===== src/rtl/lpt_pkg.sv =====
package lpt_pkg;
  localparam int AW         = 64;
  localparam int PG_SHIFT   = 12;
  localparam int TBL_SHIFT  = 20;
  localparam int SLOT_W     = TBL_SHIFT - PG_SHIFT;
  localparam int SLOT_IW    = SLOT_W + 1;
  localparam int DESC_SHIFT = 3;
  localparam logic [SLOT_IW-1:0] SLOT_PREV = 9'd510;
  localparam logic [SLOT_IW-1:0] SLOT_NEXT = 9'd511;

  typedef enum logic [1:0] {ST_IDLE, ST_FREQ, ST_FWAIT, ST_RESP} st_e;

  typedef enum logic [2:0] {
    RG_CTRL = 3'd0, RG_STAT = 3'd1, RG_MODE = 3'd2, RG_TBL_LO = 3'd3,
    RG_TBL_HI = 3'd4, RG_IN_LO = 3'd5, RG_IN_HI = 3'd6, RG_ID = 3'd7
  } reg_e;
endpackage


===== src/rtl/lpt_regs.sv =====
module lpt_regs
  import lpt_pkg::*;
#(
  parameter int PA_W = 40
) (
  input  logic          clk_i,
  input  logic          rst_ni,
  input  logic          we_i,
  input  logic [2:0]    addr_i,
  input  logic [31:0]   wdata_i,
  output logic [31:0]   rdata_o,
  input  logic          ready_i,
  output logic          en_o,
  output logic          en_rise_o,
  output logic          xl_o,
  output logic [AW-1:0] tbl_base_o,
  output logic [AW-1:0] in_base_o
);
  logic          en_q, xl_q;
  logic [AW-1:0] tbl_q, in_q;
  reg_e          sel;
  logic [30:0]   unused_wdata;

  assign sel          = reg_e'(addr_i);
  assign unused_wdata = wdata_i[31:1];
  assign en_rise_o    = we_i && sel == RG_CTRL && wdata_i[0] && !en_q;

  always_ff @(posedge clk_i or negedge rst_ni) begin
    if (!rst_ni) begin
      en_q  <= 1'b0;
      xl_q  <= 1'b0;
      tbl_q <= '0;
      in_q  <= '0;
    end else if (we_i) begin
      unique case (sel)
        RG_CTRL:   en_q <= wdata_i[0];
        RG_MODE:   if (!en_q) xl_q <= wdata_i[0];
        RG_TBL_LO: if (!en_q) tbl_q[31:0]  <= wdata_i;
        RG_TBL_HI: if (!en_q) tbl_q[63:32] <= wdata_i;
        RG_IN_LO:  if (!en_q) in_q[31:0]   <= wdata_i;
        RG_IN_HI:  if (!en_q) in_q[63:32]  <= wdata_i;
        default: ;
      endcase
    end
  end

  always_comb begin
    unique case (sel)
      RG_CTRL:   rdata_o = {31'b0, en_q};
      RG_STAT:   rdata_o = {31'b0, ready_i};
      RG_MODE:   rdata_o = {31'b0, xl_q};
      RG_TBL_LO: rdata_o = tbl_q[31:0];
      RG_TBL_HI: rdata_o = tbl_q[63:32];
      RG_IN_LO:  rdata_o = in_q[31:0];
      RG_IN_HI:  rdata_o = in_q[63:32];
      default:   rdata_o = {26'b0, 6'(PA_W)};
    endcase
  end

  assign en_o       = en_q;
  assign xl_o       = xl_q;
  assign tbl_base_o = tbl_q;
  assign in_base_o  = in_q;
endmodule


===== src/rtl/lpt_addr_split.sv =====
module lpt_addr_split
  import lpt_pkg::*;
#(
  parameter int TIDX_W = 8
) (
  input  logic [AW-1:0]     addr_i,
  input  logic [AW-1:0]     base_i,
  output logic [TIDX_W-1:0] tidx_o,
  output logic [SLOT_W-1:0] slot_o,
  output logic              oor_o
);
  localparam int HI_LSB = TBL_SHIFT + TIDX_W;

  logic [AW-1:0]       off;
  logic [PG_SHIFT-1:0] unused_lo;

  assign off       = addr_i - base_i;
  assign unused_lo = off[PG_SHIFT-1:0];
  assign tidx_o    = off[TBL_SHIFT +: TIDX_W];
  assign slot_o    = off[PG_SHIFT +: SLOT_W];
  assign oor_o     = (addr_i < base_i) || (|off[AW-1:HI_LSB]);
endmodule


===== src/rtl/lpt_walker.sv =====
module lpt_walker
  import lpt_pkg::*;
#(
  parameter int TIDX_W = 8
) (
  input  logic          clk_i,
  input  logic          rst_ni,
  input  logic          en_i,
  input  logic          en_rise_i,
  input  logic          xl_i,
  input  logic [AW-1:0] tbl_base_i,
  input  logic [AW-1:0] in_base_i,
  input  logic          req_valid_i,
  output logic          req_ready_o,
  input  logic [AW-1:0] req_addr_i,
  output logic          resp_valid_o,
  output logic          resp_err_o,
  output logic [AW-1:0] resp_addr_o,
  output logic          rd_valid_o,
  input  logic          rd_ready_i,
  output logic [AW-1:0] rd_addr_o,
  input  logic          rd_data_valid_i,
  input  logic [AW-1:0] rd_data_i,
  output logic          idle_o
);
  st_e               st_q;
  logic [AW-1:0]     req_q, cur_tbl_q, resp_addr_q;
  logic [TIDX_W-1:0] cur_idx_q;
  logic              resp_err_q;

  logic              in_oor, unused_q_oor;
  logic [TIDX_W-1:0] unused_in_tidx, q_tidx;
  logic [SLOT_W-1:0] unused_in_slot, q_slot;
  logic              go_fwd, go_back;
  logic [SLOT_IW-1:0] slot_sel;
  logic [PG_SHIFT-2:0] unused_desc;

  lpt_addr_split #(.TIDX_W(TIDX_W)) u_in_split (
    .addr_i(req_addr_i), .base_i(in_base_i),
    .tidx_o(unused_in_tidx), .slot_o(unused_in_slot), .oor_o(in_oor)
  );

  lpt_addr_split #(.TIDX_W(TIDX_W)) u_q_split (
    .addr_i(req_q), .base_i(in_base_i),
    .tidx_o(q_tidx), .slot_o(q_slot), .oor_o(unused_q_oor)
  );

  assign unused_desc = rd_data_i[PG_SHIFT-1:1];
  assign go_fwd   = q_tidx > cur_idx_q;
  assign go_back  = q_tidx < cur_idx_q;
  assign slot_sel = go_fwd ? SLOT_NEXT : (go_back ? SLOT_PREV : {1'b0, q_slot});

  assign rd_addr_o    = cur_tbl_q + AW'({slot_sel, {DESC_SHIFT{1'b0}}});
  assign rd_valid_o   = st_q == ST_FREQ;
  assign idle_o       = st_q == ST_IDLE;
  assign req_ready_o  = en_i && st_q == ST_IDLE;
  assign resp_valid_o = st_q == ST_RESP;
  assign resp_err_o   = resp_err_q;
  assign resp_addr_o  = resp_addr_q;

  always_ff @(posedge clk_i or negedge rst_ni) begin
    if (!rst_ni) begin
      st_q        <= ST_IDLE;
      req_q       <= '0;
      cur_tbl_q   <= '0;
      cur_idx_q   <= '0;
      resp_addr_q <= '0;
      resp_err_q  <= 1'b0;
    end else begin
      if (en_rise_i) begin
        cur_tbl_q <= {tbl_base_i[AW-1:PG_SHIFT], {PG_SHIFT{1'b0}}};
        cur_idx_q <= '0;
      end
      unique case (st_q)
        ST_IDLE: if (req_valid_i && req_ready_o) begin
          req_q <= req_addr_i;
          if (!xl_i) begin
            resp_addr_q <= req_addr_i;
            resp_err_q  <= 1'b0;
            st_q        <= ST_RESP;
          end else if (in_oor) begin
            resp_addr_q <= '0;
            resp_err_q  <= 1'b1;
            st_q        <= ST_RESP;
          end else begin
            st_q <= ST_FREQ;
          end
        end
        ST_FREQ: if (rd_ready_i) st_q <= ST_FWAIT;
        ST_FWAIT: if (rd_data_valid_i) begin
          if (!rd_data_i[0]) begin
            resp_addr_q <= '0;
            resp_err_q  <= 1'b1;
            st_q        <= ST_RESP;
          end else if (go_fwd || go_back) begin
            if (!en_rise_i) begin
              cur_tbl_q <= {rd_data_i[AW-1:PG_SHIFT], {PG_SHIFT{1'b0}}};
              cur_idx_q <= go_fwd ? cur_idx_q + 1'b1 : cur_idx_q - 1'b1;
            end
            st_q <= ST_FREQ;
          end else begin
            resp_addr_q <= {rd_data_i[AW-1:PG_SHIFT], req_q[PG_SHIFT-1:0]};
            resp_err_q  <= 1'b0;
            st_q        <= ST_RESP;
          end
        end
        default: st_q <= ST_IDLE;
      endcase
    end
  end
endmodule


===== src/rtl/lpt_xlate.sv =====
module lpt_xlate
  import lpt_pkg::*;
#(
  parameter int PA_W   = 40,
  parameter int TIDX_W = 8
) (
  input  logic        clk_i,
  input  logic        rst_ni,
  input  logic        reg_we_i,
  input  logic [2:0]  reg_addr_i,
  input  logic [31:0] reg_wdata_i,
  output logic [31:0] reg_rdata_o,
  input  logic        req_valid_i,
  output logic        req_ready_o,
  input  logic [63:0] req_addr_i,
  output logic        resp_valid_o,
  output logic        resp_err_o,
  output logic [63:0] resp_addr_o,
  output logic        rd_valid_o,
  input  logic        rd_ready_i,
  output logic [63:0] rd_addr_o,
  input  logic        rd_data_valid_i,
  input  logic [63:0] rd_data_i
);
  logic          blk_en, en_rise, mode_xl, wk_idle;
  logic [AW-1:0] tbl_base, in_base;

  lpt_regs #(.PA_W(PA_W)) u_regs (
    .clk_i(clk_i), .rst_ni(rst_ni), .we_i(reg_we_i), .addr_i(reg_addr_i),
    .wdata_i(reg_wdata_i), .rdata_o(reg_rdata_o), .ready_i(wk_idle),
    .en_o(blk_en), .en_rise_o(en_rise), .xl_o(mode_xl),
    .tbl_base_o(tbl_base), .in_base_o(in_base)
  );

  lpt_walker #(.TIDX_W(TIDX_W)) u_walker (
    .clk_i(clk_i), .rst_ni(rst_ni), .en_i(blk_en), .en_rise_i(en_rise),
    .xl_i(mode_xl), .tbl_base_i(tbl_base), .in_base_i(in_base),
    .req_valid_i(req_valid_i), .req_ready_o(req_ready_o), .req_addr_i(req_addr_i),
    .resp_valid_o(resp_valid_o), .resp_err_o(resp_err_o), .resp_addr_o(resp_addr_o),
    .rd_valid_o(rd_valid_o), .rd_ready_i(rd_ready_i), .rd_addr_o(rd_addr_o),
    .rd_data_valid_i(rd_data_valid_i), .rd_data_i(rd_data_i), .idle_o(wk_idle)
  );
endmodule


===== config.mk =====
export PLATFORM = sky130hd
export DESIGN_NAME = lpt_xlate
export DESIGN_NICKNAME = d
export VERILOG_FILES = /design/src/rtl/lpt_pkg.sv /design/src/rtl/lpt_regs.sv /design/src/rtl/lpt_addr_split.sv /design/src/rtl/lpt_walker.sv /design/src/rtl/lpt_xlate.sv
export SDC_FILE = /design/constraint.sdc
export NUM_CORES = 1
export LEC_CHECK = 0
export ABC_AREA = 1
export BUFFER_PORTS_ARGS = -buffer_cell sky130_fd_sc_hd__buf_2
export CAP_MARGIN = 0
export CORE_ASPECT_RATIO = 1.4
export CORE_UTILIZATION = 55
export CTS_BUF_LIST = sky130_fd_sc_hd__clkbuf_8
export CTS_CLUSTER_DIAMETER = 120
export DETAILED_ROUTE_END_ITERATION = 12
export PLACE_DENSITY_LB_ADDON = 0.3
export SYNTH_ARGS = -nofsm -noshare
export SYNTH_HDL_FRONTEND = slang
export SYNTH_HIERARCHICAL = 1
export SYNTH_SLANG_ARGS = --single-unit

===== constraint.sdc =====
create_clock -name clk_i -period 8.2 [get_ports clk_i]
set_input_delay 0 -clock clk_i [delete_from_list [all_inputs] [get_ports clk_i]]
set_output_delay 0 -clock clk_i [all_outputs]
set_load 0.03 [all_outputs]

Word level (Yosys, flattened, before mapping)
Cells that the tools add are included.
- reduce and logical (&&, ||, !) cells: 21
- muxes and demuxes: 38
- equality and inequality tests: 14
- add/sub/neg operators: 5
- bitwise logic cells: 1
- $lt $le $gt $ge: 3
- operator list (operator ; number):
    $mux W64 ; 12
    $pmux W32 S7 ; 1
    $pmux W64 S2 ; 1
    $add A64 B12 Y64 ; 1
    $lt A64 B64 Y1 ; 1
    $sub A64 B64 Y64 ; 1
    $mux W8 ; 7
    $reduce_or A36 Y1 ; 1
    $sub A28 B28 Y28 ; 1
    $mux W9 ; 2
    $reduce_and A3 Y1 ; 6
    $mux W2 ; 7
    $eq A3 B3 Y1 const B ; 3
    $add A8 B1 Y8 const B ; 1
    $gt A8 B8 Y1 ; 1
    $lt A8 B8 Y1 ; 1
    $sub A8 B1 Y8 const B ; 1
    $eq A3 B2 Y1 const B ; 2
    $mux W1 ; 6
    $pmux W2 S3 ; 1
    $logic_and A1 B1 Y1 ; 5
    $reduce_and A5 Y1 ; 1
    $eq A2 B2 Y1 const B ; 2
    $ne A2 B1 Y1 const B ; 2
    13 further kinds ; 15
- word-level logic and storage cells: 94
- bits of input ports: 169
- register bits after elaboration: 297
- output and inout bits: 164

Longest topological paths before layout
- word-level depth: 10
- mapped depth: 33
- depth with buffers taken out: 33

Cells and area by module
The synthesis kept the hierarchy.
- by module, submodules not included (module ; area an instance (µm²) ; cells an instance ; sequential area each (µm²) ; instances):
    lpt_addr_split ; 6085.8 ; 1315 ; 0.0 ; 2
    lpt_walker ; 11581.1 ; 1361 ; 5079.9 ; 1
    lpt_regs ; 5601.6 ; 655 ; 3253.1 ; 1

Worst setup path before layout
OpenSTA, ideal clock, no wires.
- kind: reg2out
- start point: register u_regs.in_q[25], in the netlist u_regs/in_base_o[25]
- end point: output rd_addr_o[19]
- data required time: 8.200 ns
- buffers on the path: 0
- slack: 3.820 ns
- cell stages (with the launch flop): 25
- arrival: 4.380 ns
- path through: dfrtp_1 -> inv_1 -> ha_1 -> nand2_1 -> nor2_1 -> nand2_1 -> nor2_1 -> nand2_1 -> nand2_2 -> xor2_1 -> ha_1 -> a21o_1 -> nor2_1 -> nand2_1 -> nand2_1 -> nand2_1 -> ha_1 -> fa_1 -> inv_1 -> nor3_1 -> nor2_1 -> o21ai_1 -> nand2_1 -> nand2_1 -> xor2_1
- cells in the longest elaborated chain, start to end: 5
- elaborated cells between the ends (all ways): 6
- classes of those cells: add/sub: 2; order compare: 2; mux: 2
- RTL lines (what ; line ; RTL):
    start: declaration ; lpt_regs.sv:20 ; logic [AW-1:0] tbl_q, in_q;
    start signal: assignment ; lpt_regs.sv:40 ; RG_IN_LO: if (!en_q) in_q[31:0] <= wdata_i;
    $sub A28 B28 Y28 * ; lpt_addr_split.sv:17 ; assign off = addr_i - base_i;
    via u_walker.q_tidx[7] ; lpt_walker.sv:32 ; logic [TIDX_W-1:0] unused_in_tidx, q_tidx;
    $lt A8 B8 Y1 ; lpt_walker.sv:50 ; assign go_back = q_tidx < cur_idx_q;
    $mux W9 ; lpt_walker.sv:51 ; assign slot_sel = go_fwd ? SLOT_NEXT : (go_back ? SLOT_PREV : {1'b0, q_slot});
    $mux W9 * ; lpt_walker.sv:51 ;
    $add A64 B12 Y64 * ; lpt_walker.sv:53 ; assign rd_addr_o = cur_tbl_q + AW'({slot_sel, {DESC_SHIFT{1'b0}}});
    end: declaration ; lpt_xlate.sv:21 ; output logic [63:0] rd_addr_o,
Mark *: on every way through the listed nets, which the timed path passes. The rest lies on a longest branch.

Worst setup path after layout
- start point: register u_regs.in_q[4], in the netlist u_regs/in_base_o[4]
- end point: output rd_addr_o[15]
Same word-level chain as after synthesis.

==> impl_metrics.yaml <==
timing:
  clock.fmax_ghz: 0.159
  period_minus_slack_ns: 6.30
  tightestPinTransition_ns: 1.16
  maxSlewHeadroom: 0.222
  post-route-period-util: 0.768
  rsz0062_at_grt: "false"
  setup_violations: 0
  fin_setup_tns_ns: 0
  fin_worst_skew_ns: 0.0358
  hold_viol_final: 0
  slew_viol_final: 0
  setup_slack_ns: 1.90
routing:
  wl_per_cell_um: 21.7
  dr_total_vias: 26900
  routed_via_density: 5.69
  wl_um: 103000
  drtPass1Iterations: 6
  drtIter0Drc: 2831
  ant_nets: 0
  drc_errors: 0
status:
  status: "complete, no violations"
clocking:
  clock_path_buffers: 3
  cts_buffers: 49
  cts.sinks: 297
  clk_pin_slew_ns: 0.07
  cts_tree: "done"
  clk-insertion-delay-late_ns: 0.66
  htreeDepth: 2
  ctsHoldBuffers: 164
  ctsResizeCount: 0
  cts-root-buf: "clkbuf_8"
  post-cts-setup-buffers: 0
yosys:
  syn_area_per_cell_sq_um: 6.49
  syn_area_sq_um: 24000
  netlist_instances: 3694
  syn_nets: 3979
  yosysWarnings: 6
layout:
  syn2layout_area_growth_pct: 18.8
  nets: 4430
  final_util: 0.663
  final_common_cell: "nand2_1"
  layout_common_cells: "nand2_1 (1,240), inv_1 (602), buf_2 (320)"
  drive_gt1_frac: 0.153
  nFillCells: 4014
setup_path:
  timing.rr.start: "u_regs/in_base_o[43]"
  worst-path-buf-inv: 4
  crit_start: "u_regs/in_base_o[4]"
  critPathLaunchType: "register"
  crit_required_ns: 8.20
  critical_path_depth: 26
  crit_slowest_cell: "o211ai_1"
  cpLargestDelayFamily: "simple AND/OR/NAND/NOR gates"
  reg2regPathDepth: 19
  worst-path-max-fanout: 11
  crit_type: "reg2out"
  cp_common_cell: "nand2_1"
  cpPeakStageDelay_ns: 0.63
  critPathCaptureType: "output port"
  reg2reg_slack_ns: 2.59
  cp.arrival_ns: 6.30
placement:
  place.gp.congestion: 1.06
  hpwl_um: 78900
  pre_cts_ws_ns: 2.83
  port-buffer-count: 321
floorplan:
  die_h_um: 249
  rows: 90
  boundaryPins: 333
  coreArea_sq_um: 43000
  initial_core_util: 0.558
  die_w_um: 178
  die-area_sq_um: 44500
job:
  drv_cap: 0
power_and_ir_drop:
  power_density_nw_per_um2: 374
  clockPowerShare: 0.128
  switching_share: 0.542
  p_switching_w: 0.00577
  seq_power_share: 0.260
  p_int_w: 0.00488
  ir_worst_vdd_mv: 0.259
  p_leak_nw: 15.7
  combPwrFrac: 0.613
global_route:
  grt_use_total: 0.458
  grt_max_degree: 87
  grt_pass1_vias: 25800
  antenna_found_initial: 5
  grt_pass1_wl_um: 150000
  overflow: 0
hold_path:
  hp-class: "in2reg"
  min_path_cells: 4
  worstHoldStart: "rd_data_i[20]"
==> per-layer routing <==
metal / share of wire / GRT usage
met1: 0.35 / 0.512
met2: 0.46 / 0.733
met3: 0.091 / 0.0875
met4: 0.11 / 0.413
met5: 0 / 0
==> cell type report <==
| type | count | area (sq um) | area share |
|---|---|---|---|
| Clock inverter | 22 | 139 | 0.00487 |
| Clock buffer | 61 | 840 | 0.0295 |
| Timing Repair Buffer | 503 | 3410 | 0.120 |
| Antenna cell | 4 | 10.0 | 0.000351 |
| Sequential cell | 297 | 7430 | 0.261 |
| Tap cell | 552 | 691 | 0.0242 |
| Multi-Input combinational cell | 2675 | 13700 | 0.479 |
| Inverter | 619 | 2320 | 0.0815 |
==> worst min-delay path, stage by stage <==
cell           delay, ns
dlygate4sd3_1       0.52
buf_2               0.13
nand2_1             0.05
nand3_1             0.05
==> state kept, by name, summed over array words and instances, names as in the netlist <==
signal and count:
u_walker/cur_tbl_q 64, u_regs/in_base_o 64, u_regs/en_o 1, u_walker/cur_idx_q 8, u_walker/resp_err_o 1, u_walker/resp_addr_o 64, u_walker/st_q 2, u_regs/tbl_base_o 64
u_regs/xl_o 1, u_walker/req_q 28
==> path summary, 6_finish.rpt <==
path | endpoint
worst min register to register | u_walker/resp_addr_o[36]
worst max-delay path | rd_addr_o[15]
worst max register to register | u_walker/resp_addr_o[60]
worst min-delay path | u_walker/cur_tbl_q[20]
min in group asynchronous | u_walker/cur_tbl_q[61]
max in group asynchronous | u_walker/cur_idx_q[4]
==> through the flow <==
stage / cell area, sq um / hold slack, ns / power, W / cells
final: 28500 / 0.156 / 0.0107 / 4733
after global routing: 28500 / 0.168 / 0.0114 / 4731
after CTS: 28500 / 0.120 / 0.0104 / 4729
after detailed placement: 25900 / 0.0472 / 0.00900 / 4482
after global placement: 25900 / 0.0504 / 0.00890 / 4482
after floorplan: 24000 / -0.296 / 0.00716 / 3694
==> power groups by stage <==
stage / Sequential [W] / Clock, W / Combinational, W
6_report: 0.00277 / 0.00136 / 0.00653
5_1_grt: 0.00281 / 0.00142 / 0.00715
4_1_cts: 0.00271 / 0.00136 / 0.00637
3_5_place_dp: 0.00273 / 0 / 0.00627
3_3_place_gp: 0.00271 / 0 / 0.00619
2_1_floorplan: 0.00274 / 0 / 0.00441
No activity file was read; power rests on OpenSTA's default activity.
